==> src/rtl/ev_status_flags_pkg.sv <==
package ev_status_flags_pkg;

  localparam int WORD_W = 32;
  typedef logic [WORD_W-1:0] word_t;

  localparam logic [7:0] OFS_EN_CLR = 8'h10;
  localparam logic [7:0] OFS_EN_SET = 8'h14;
  localparam logic [7:0] OFS_STATUS = 8'h18;

  typedef enum logic [1:0] {
    SEL_NONE,
    SEL_STATUS,
    SEL_EN_SET,
    SEL_EN_CLR
  } reg_sel_e;

  // Bits of the status/enable words that carry a flag.
  function automatic word_t build_flag_mask(input int nch, input int evd_lsb, input int ovr_lsb);
    word_t m;
    m = '0;
    for (int c = 0; c < nch; c++) begin
      m[evd_lsb + c] = 1'b1;
      m[ovr_lsb + c] = 1'b1;
    end
    return m;
  endfunction

endpackage

==> src/rtl/evsf_consumer_track.sv <==
module evsf_consumer_track #(
  parameter int NUM_USR = 4
) (
  input  logic               clk,
  input  logic               rst,
  input  logic               accept,
  input  logic [NUM_USR-1:0] ready,
  input  logic [NUM_USR-1:0] ack,
  output logic               overrun
);

  logic [NUM_USR-1:0] pend_q;
  logic               any_busy;
  logic               any_pend;

  assign any_busy = ~(&ready);
  assign any_pend = |pend_q;
  assign overrun  = accept & (any_busy | any_pend);

  // A new event re-arms every consumer; otherwise acks retire them.
  always_ff @(posedge clk) begin
    if (rst) begin
      pend_q <= '0;
    end else if (accept) begin
      pend_q <= '1;
    end else begin
      pend_q <= pend_q & ~ack;
    end
  end

endmodule

==> src/rtl/evsf_flag_bank.sv <==
module evsf_flag_bank
  import ev_status_flags_pkg::*;
#(
  parameter word_t MASK = '1
) (
  input  logic  clk,
  input  logic  rst,
  input  word_t set_word,
  input  word_t clr_word,
  output word_t flags_q
);

  // Hardware set has priority over a software clear.
  always_ff @(posedge clk) begin
    if (rst) begin
      flags_q <= '0;
    end else begin
      flags_q <= (set_word | (flags_q & ~clr_word)) & MASK;
    end
  end

endmodule

==> src/rtl/evsf_regif.sv <==
module evsf_regif
  import ev_status_flags_pkg::*;
#(
  parameter int         ADDR_W     = 8,
  parameter word_t      MASK       = '1,
  parameter logic [7:0] A_STATUS   = OFS_STATUS,
  parameter logic [7:0] A_EN_SET   = OFS_EN_SET,
  parameter logic [7:0] A_EN_CLR   = OFS_EN_CLR
) (
  input  logic              clk,
  input  logic              rst,
  input  logic              reg_sel,
  input  logic              reg_we,
  input  logic [ADDR_W-1:0] reg_addr,
  input  word_t             reg_wdata,
  input  word_t             flags_q,
  output word_t             clr_word,
  output word_t             en_q,
  output word_t             reg_rdata
);

  reg_sel_e dec;
  word_t    rd_mux;

  always_comb begin
    dec = SEL_NONE;
    if (reg_addr == ADDR_W'(A_STATUS))      dec = SEL_STATUS;
    else if (reg_addr == ADDR_W'(A_EN_SET)) dec = SEL_EN_SET;
    else if (reg_addr == ADDR_W'(A_EN_CLR)) dec = SEL_EN_CLR;
  end

  assign clr_word = (reg_sel && reg_we && dec == SEL_STATUS) ? reg_wdata : '0;

  always_ff @(posedge clk) begin
    if (rst) begin
      en_q <= '0;
    end else if (reg_sel && reg_we) begin
      if (dec == SEL_EN_SET)      en_q <= (en_q | reg_wdata) & MASK;
      else if (dec == SEL_EN_CLR) en_q <= en_q & ~reg_wdata;
    end
  end

  always_comb begin
    case (dec)
      SEL_STATUS:             rd_mux = flags_q;
      SEL_EN_SET, SEL_EN_CLR: rd_mux = en_q;
      default:                rd_mux = '0;
    endcase
  end

  always_ff @(posedge clk) begin
    if (rst) begin
      reg_rdata <= '0;
    end else if (reg_sel && !reg_we) begin
      reg_rdata <= rd_mux;
    end
  end

endmodule

==> src/rtl/ev_status_flags.sv <==
module ev_status_flags
  import ev_status_flags_pkg::*;
#(
  parameter int NUM_CH  = 8,
  parameter int NUM_USR = 4,
  parameter int ADDR_W  = 8,
  parameter int EVD_LSB = 16,
  parameter int OVR_LSB = 0
) (
  input  logic                      clk,
  input  logic                      rst,
  input  logic [NUM_CH-1:0]         ev_pulse,
  input  logic [NUM_CH-1:0]         ch_async,
  input  logic [NUM_CH*NUM_USR-1:0] usr_ready,
  input  logic [NUM_CH*NUM_USR-1:0] usr_ack,
  input  logic                      reg_sel,
  input  logic                      reg_we,
  input  logic [ADDR_W-1:0]         reg_addr,
  input  logic [WORD_W-1:0]         reg_wdata,
  output logic [WORD_W-1:0]         reg_rdata,
  output logic                      irq
);

  localparam word_t FLAG_MASK = build_flag_mask(NUM_CH, EVD_LSB, OVR_LSB);

  logic [NUM_CH-1:0] acc_ev;
  logic [NUM_CH-1:0] ovr_hit;
  word_t             set_word;
  word_t             clr_word;
  word_t             flags_q;
  word_t             en_q;
  logic              irq_q;

  assign acc_ev = ev_pulse & ~ch_async;

  for (genvar g = 0; g < NUM_CH; g++) begin : g_ch
    evsf_consumer_track #(.NUM_USR(NUM_USR)) u_trk (
      .clk     (clk),
      .rst     (rst),
      .accept  (acc_ev[g]),
      .ready   (usr_ready[g*NUM_USR +: NUM_USR]),
      .ack     (usr_ack[g*NUM_USR +: NUM_USR]),
      .overrun (ovr_hit[g])
    );
  end

  always_comb begin
    set_word = '0;
    for (int c = 0; c < NUM_CH; c++) begin
      set_word[EVD_LSB + c] = acc_ev[c];
      set_word[OVR_LSB + c] = ovr_hit[c];
    end
  end

  evsf_flag_bank #(.MASK(FLAG_MASK)) u_flags (
    .clk      (clk),
    .rst      (rst),
    .set_word (set_word),
    .clr_word (clr_word),
    .flags_q  (flags_q)
  );

  evsf_regif #(.ADDR_W(ADDR_W), .MASK(FLAG_MASK)) u_regif (
    .clk       (clk),
    .rst       (rst),
    .reg_sel   (reg_sel),
    .reg_we    (reg_we),
    .reg_addr  (reg_addr),
    .reg_wdata (reg_wdata),
    .flags_q   (flags_q),
    .clr_word  (clr_word),
    .en_q      (en_q),
    .reg_rdata (reg_rdata)
  );

  always_ff @(posedge clk) begin
    if (rst) irq_q <= 1'b0;
    else     irq_q <= |(flags_q & en_q);
  end

  assign irq = irq_q;

endmodule

==> config.mk <==
export PLATFORM = sky130hd
export DESIGN_NAME = ev_status_flags
export DESIGN_NICKNAME = d
export VERILOG_FILES = /design/src/rtl/ev_status_flags_pkg.sv /design/src/rtl/evsf_consumer_track.sv /design/src/rtl/evsf_flag_bank.sv /design/src/rtl/evsf_regif.sv /design/src/rtl/ev_status_flags.sv
export SDC_FILE = /design/constraint.sdc
export NUM_CORES = 1
export LEC_CHECK = 0
export CAP_MARGIN = 20
export CORE_UTILIZATION = 40
export CTS_CLUSTER_SIZE = 20
export DETAILED_ROUTE_END_ITERATION = 12
export DONT_BUFFER_PORTS = 1
export SETUP_SLACK_MARGIN = 0.02
export SLEW_MARGIN = 25
export SYNTH_ARGS = -nofsm -noshare
export SYNTH_HDL_FRONTEND = slang
export SYNTH_SLANG_ARGS = --single-unit
==> constraint.sdc <==
create_clock -name clk -period 2.23 [get_ports clk]
set_input_delay 0.223 -clock clk [delete_from_list [all_inputs] [get_ports clk]]
set_output_delay 0.223 -clock clk [all_outputs]
set_load 0.01 [all_outputs]
---- Word-level counts from Yosys, hierarchy flattened ----
Index checks and enable logic that the tools add are counted.
word-level totals
  output and inout bits ................... 33
  word-level logic and storage cells ...... 106
  bits in registers ....................... 113
cells by class
  eq/ne operators ......................... 6
  reduce and logical (&&, ||, !) cells .... 24
  bitwise logic cells ..................... 49
  mux-type cells .......................... 15
operator list
  kind                  count
  $mux W32              2
  $pmux W32 S2          1
  $or A24 B24 Y24       2
  $and A24 B32 Y32      1
  $and A32 B32 Y32      1
  $and A4 B4 Y4         8
  $mux W4               8
  $not A32 Y32          1
  $not A4 Y4            8
  $reduce_and A4 Y1     8
  $reduce_or A32 Y1     1
  $reduce_or A4 Y1      8
  $and A24 B24 Y24      1
  $eq A8 B5 Y1 const B  3
  $mux W24              1
  $not A24 Y24          1
  $and A1 B1 Y1         8
  $and A8 B8 Y8         1
  $not A1 Y1            8
  $not A8 Y8            1
  $or A1 B1 Y1          8
  $mux W2               3
  $eq A2 B2 Y1 const B  2
  $logic_and A1 B1 Y1   3
  other kinds (5)       5

---- Logic depth before layout (Yosys ltp) ----
  word-level depth ........................ 10
  mapped depth ............................ 6

---- By module ----
From an unflattened synthesis, not the netlist that was laid out.
unflattened totals
  cell total of the unflattened synthesis .. 608
  area total of the unflattened synthesis .. 5479.0 sq um
by module, submodules not included
  module               area each (sq um)  seq. area each (sq um)  cells each  times used
  evsf_regif           3215.6             1281.2                  365         1
  evsf_consumer_track  158.9              80.1                    16          8
  evsf_flag_bank       753.2              320.3                   83          1
  ev_status_flags      239.0              20.0                    32          1

---- Worst setup path before layout ----
Ideal clock, no wire load.
  path type ............................... input to register
  start ................................... input reg_addr[1]
  end ..................................... register u_flags.flags_q[0]
  cell stages on the path ................. 5
  arrival time ............................ 1.641 ns
  setup slack ............................. 0.473 ns
  setup time .............................. 0.116 ns
  required time ........................... 2.114 ns
  cell sequence ........................... or4b_4 nor4_4 buf_6 nand2_1 a31o_1
between the ends
  cells in the longest elaborated chain, start to end .. 10
ends and longest elaborated chain
  what                   RTL line               text
  from (decl)            ev_status_flags.sv:18  input logic [ADDR_W-1:0] reg_addr,
  $eq A8 B5 Y1           evsf_regif.sv:29       else if (reg_addr == ADDR_W'(A_EN_CLR)) dec = SEL_EN_CLR;
  $mux W2                evsf_regif.sv:29
  $mux W2                evsf_regif.sv:28       else if (reg_addr == ADDR_W'(A_EN_SET)) dec = SEL_EN_SET;
  $mux W2 *              evsf_regif.sv:27       if (reg_addr == ADDR_W'(A_STATUS)) dec = SEL_STATUS;
  $eq A2 B1 Y1 *         evsf_regif.sv:32       assign clr_word = (reg_sel && reg_we && dec == SEL_STATUS) ? reg_wdata : '0;
  $logic_and A1 B1 Y1 *  evsf_regif.sv:32
  $mux W24 *             evsf_regif.sv:32
  $not A24 Y24 *         evsf_flag_bank.sv:18   flags_q <= (set_word | (flags_q & ~clr_word)) & MASK;
  $and A24 B24 Y24 *     evsf_flag_bank.sv:18
  $or A24 B24 Y24 *      evsf_flag_bank.sv:18
  to (signal assigned)   evsf_flag_bank.sv:18
  to (decl)              evsf_flag_bank.sv:10   output word_t flags_q
Every way passes the cells marked *; elsewhere a longest branch is shown, timed or not.
A chain may end at the register's enable or synchronous reset.

---- Final worst setup path ----
  start ................................... input reg_addr[1]
  end ..................................... register u_flags.flags_q[17]
The elaborated chain is that of the path after synthesis.

==> results.md <==
- The flow ran to the end, and the final reports show no timing, DRC or antenna violations.
- The first detailed-routing pass took 5 iterations.
- The required time reported for the critical path endpoint is 2630 ps.
- Yosys instantiated no cell more often than sky130_fd_sc_hd__dfxtp_1.
- The startpoint of the worst-slack reg-to-reg timing path is g_ch[7].u_trk.pend_q[2].
- The count of endpoints failing hold in the final timing report is 0.
- The class of the worst hold path is in2reg.
- The starting density of the core is 41.2%.
- The half-perimeter wire length after placement is 7600 µm.
- The dominant cell type by area after synthesis is sky130_fd_sc_hd__dfxtp_1.
- The worst-case reg-to-reg path depth is 4.
- The synthesized cell area is 4490 µm².
- The setup-violating endpoint count in the final report is 0.
- The highest attainable clock frequency is 0.572 GHz.
- The number of clock sinks is roughly 110.
- The sum of routed wire length over all layers is 12200 µm.
- The power after layout is 4.77 mW.
- The number of flip-flops and latches in the synthesized netlist is approximately 110.
- Input and output buffers added on the ports amount to 0.
- Measured on the finished design, the core utilization comes to 54.0%.
- The core box area is roughly 11000 µm².
- The number of antenna cells inserted is 0.
- Once detail routing completed, the nets flagged for antenna violations numbered 0.
- Routability-driven placement finished with a final weighted congestion of 0.777.
- At the end of the flow, the number of nets in the layout was 681.
- The critical-path maximum fanout is 16.
- The area growth from synthesis to layout is 31.0%.
- The die covers 11600 µm².
- The register clock-pin slew on the reported worst setup and hold paths is 60 ps.
- The reg-to-reg critical path endpoint is u_flags.flags_q[7].
- The clock latency on the worst-skew pair is 520 ps.
- The count of max-cap constraint violations is 0.
- Setup repair after global routing left no endpoint under its margin.
- The first routing iteration left 263 violations.
- The first global-routing pass estimated 18900 µm of wire.
- The final clock skew is approximately 11 ps.
- The leftover overflow at the end of global routing is 0.
- The H-tree was split into 4 levels.
- The number of gates resized after CTS is 0.
- The clock root buffer is sky130_fd_sc_hd__clkbuf_8.
- The endpoint with the worst hold slack is g_ch[7].u_trk.pend_q[0].
- In the global route stage, overall resource usage came out at about 22%.
- The most used flip-flop cell after synthesis is sky130_fd_sc_hd__dfxtp_1.
- The I/O pin total is 157.
- The fraction of layout cells with a size suffix above 1 is under 10%.
- Dividing the synthesized area by the synthesized cell count gives approximately 9.2 µm².
- After synthesis, the largest area contributor takes up 50.4% of total cell area.
- The distinct cell type count after synthesis is 33.
- The critical path launch point type is an input pin.
- The height of the die is 108 µm.
- After synthesis, the cell types taking the most area are sky130_fd_sc_hd__dfxtp_1 (50%), sky130_fd_sc_hd__a21oi_1 (6.2%), sky130_fd_sc_hd__nand2b_1 (5.9%).
- The post-synth net total is 612.
- Yosys mapped a number of flops with a built-in enable equal to 0.
- The via count of the first global-routing pass is 3784.
- The commonest cells after synthesis are sky130_fd_sc_hd__dfxtp_1 (113), sky130_fd_sc_hd__a21oi_1 (56), sky130_fd_sc_hd__nand2b_1 (42).
- TritonCTS created 17 clock buffers.
- Entering global routing, the biggest net connects 96 pins.
- The maximum root-to-sink buffer count is 2.
- The die is 108 µm wide.
- The launch point of the worst hold path is ev_pulse[7].
- After detailed routing, the number of remaining DRC violations is 0.
- After synthesis, flip-flops and latches occupy 50.4% of the total area.
- The ratio of total power to cell area is ~800 nW/µm².
- After detailed routing, the number of vias per cell comes to 5.57.
- The max-slew violation total from the final report is 0.
- The share of synthesized registers carrying an async set or reset is 0%.
- The synthesized netlist cell count is 488.
- Across the VDD grid, the largest voltage drop is 0.664 mV.
- The CTS tree is yes.
- The total via count in the routed design is 3957.
- Measured against its own limit, the worst slew margin works out to 45.8%.
- The summed negative setup slack over all endpoints is 0 ps.
- The final period demand of the worst path is 1750 ps.
- The slew at the pin closest to its max-slew limit is between 800 and 900 ps.
- The final period utilization is 78.4%.
- Along the worst hold path, the cell count comes to 2.
- The endpoint arrival time on the critical path is 2150 ps.
- The critical path is of the in2reg type.
- The reported leakage power is 2.17 nW.
- The number of antenna violations at the first check in global routing is 0.
- The worst setup path is captured at a register.
- The initialized floorplan defines 38 standard-cell rows.
- The routed length per placed instance is 17.2 µm.
- Setup slack on the worst reg-to-reg path comes out at between 800 and 900 ps.
- The Yosys warning count is 0.
## power breakdown
| group | switching [mW] | total, mW | internal [mW] |
|---|---|---|---|
| registers | 0.0350 | 2.11 | 2.07 |
| clock network | 0.937 | 2.35 | 1.41 |
| logic | 0.140 | 0.308 | 0.168 |
## through the flow
step                      hold slack (ps)  std cells  area [µm²]  setup slack, ps
after global routing                 12.4        710        5880              446
final                                9.09        710        5880              481
after detailed placement              301        601        4560              333
after global placement                298        601        4560              360
after CTS                           0.445        710        5880              498
after floorplan                       390        488        4490              473
## layout by cell type (no fill, tap or decap), drive strengths merged, types with 2 or more instances in the layout
master       instances
a21o                15
clkinv               9
a31o                 8
a211oi               7
a22o                 3
nor4                 3
a221oi               3
a22oi               34
inv                 17
nand3               15
nand2b              42
dlygate4sd3         75
a21oi               56
and3                18
and4b                7
nor4b                7
clkbuf              19
nor2                33
clkinvlp             4
o22ai               16
buf                  9
nor3                 2
nand2               25
o21ai               16
dfxtp              113
a21bo                8
## how the worst max path moves through the flow
stage          slack (ps)                  end  cells after the start   startpoint
3_3_place_gp          360     u_regif.en_q[12]                      5  reg_addr[1]
5_1_grt               450  u_flags.flags_q[17]                      6  reg_addr[1]
2_1_floorplan         470   u_flags.flags_q[0]                      5  reg_addr[1]
4_1_cts               500  u_flags.flags_q[17]                      6  reg_addr[1]
3_5_place_dp          330     u_regif.en_q[12]                      5  reg_addr[1]
6_report              480  u_flags.flags_q[17]                      6  reg_addr[1]
## final cells by class
cell class / count / area, µm²
fill: 968 / 5010
sequential: 113 / 2260
multi-input combinational: 324 / 2010
timing repair buffer: 84 / 836
clock buffer: 19 / 442
tap: 140 / 175
clock inverter: 13 / 90.1
inverter: 17 / 63.8
## what timing repair did
action | 4_1_cts | 5_1_grt
setup buffers | 0 | 0
hold buffers | 77 | 0
endpoints found under the hold margin | 113 | 0
## worst max-delay path: stages
cell	delay, ps
sky130_fd_sc_hd__or4b_4	600
sky130_fd_sc_hd__nor4_4	270
sky130_fd_sc_hd__buf_4	270
sky130_fd_sc_hd__a21bo_2	170
sky130_fd_sc_hd__a21oi_1	60
sky130_fd_sc_hd__dlygate4sd3_1	570
## cell families (layout without fill, tap and decap cells)
family / count (synthesis) / after routing / share of synthesized area [%]
simple gates: 156 / 156 / 20.3
buf+inv: 51 / 133 / 4.77
flops: 113 / 113 / 50.4
compound gates: 168 / 168 / 24.5
## layer usage
layer / GRT usage, % / wire length (µm) / vias to the layer above
li1: - / - / 1911
met1: 25.7 / 5300 / 1871
met2: 36.6 / 5910 / 165
met3: 7.26 / 885 / 10
met4: 7.14 / 123 / 0
met5: 0 / 0 / -
Note: power is estimated with default switching activity, not from simulation.
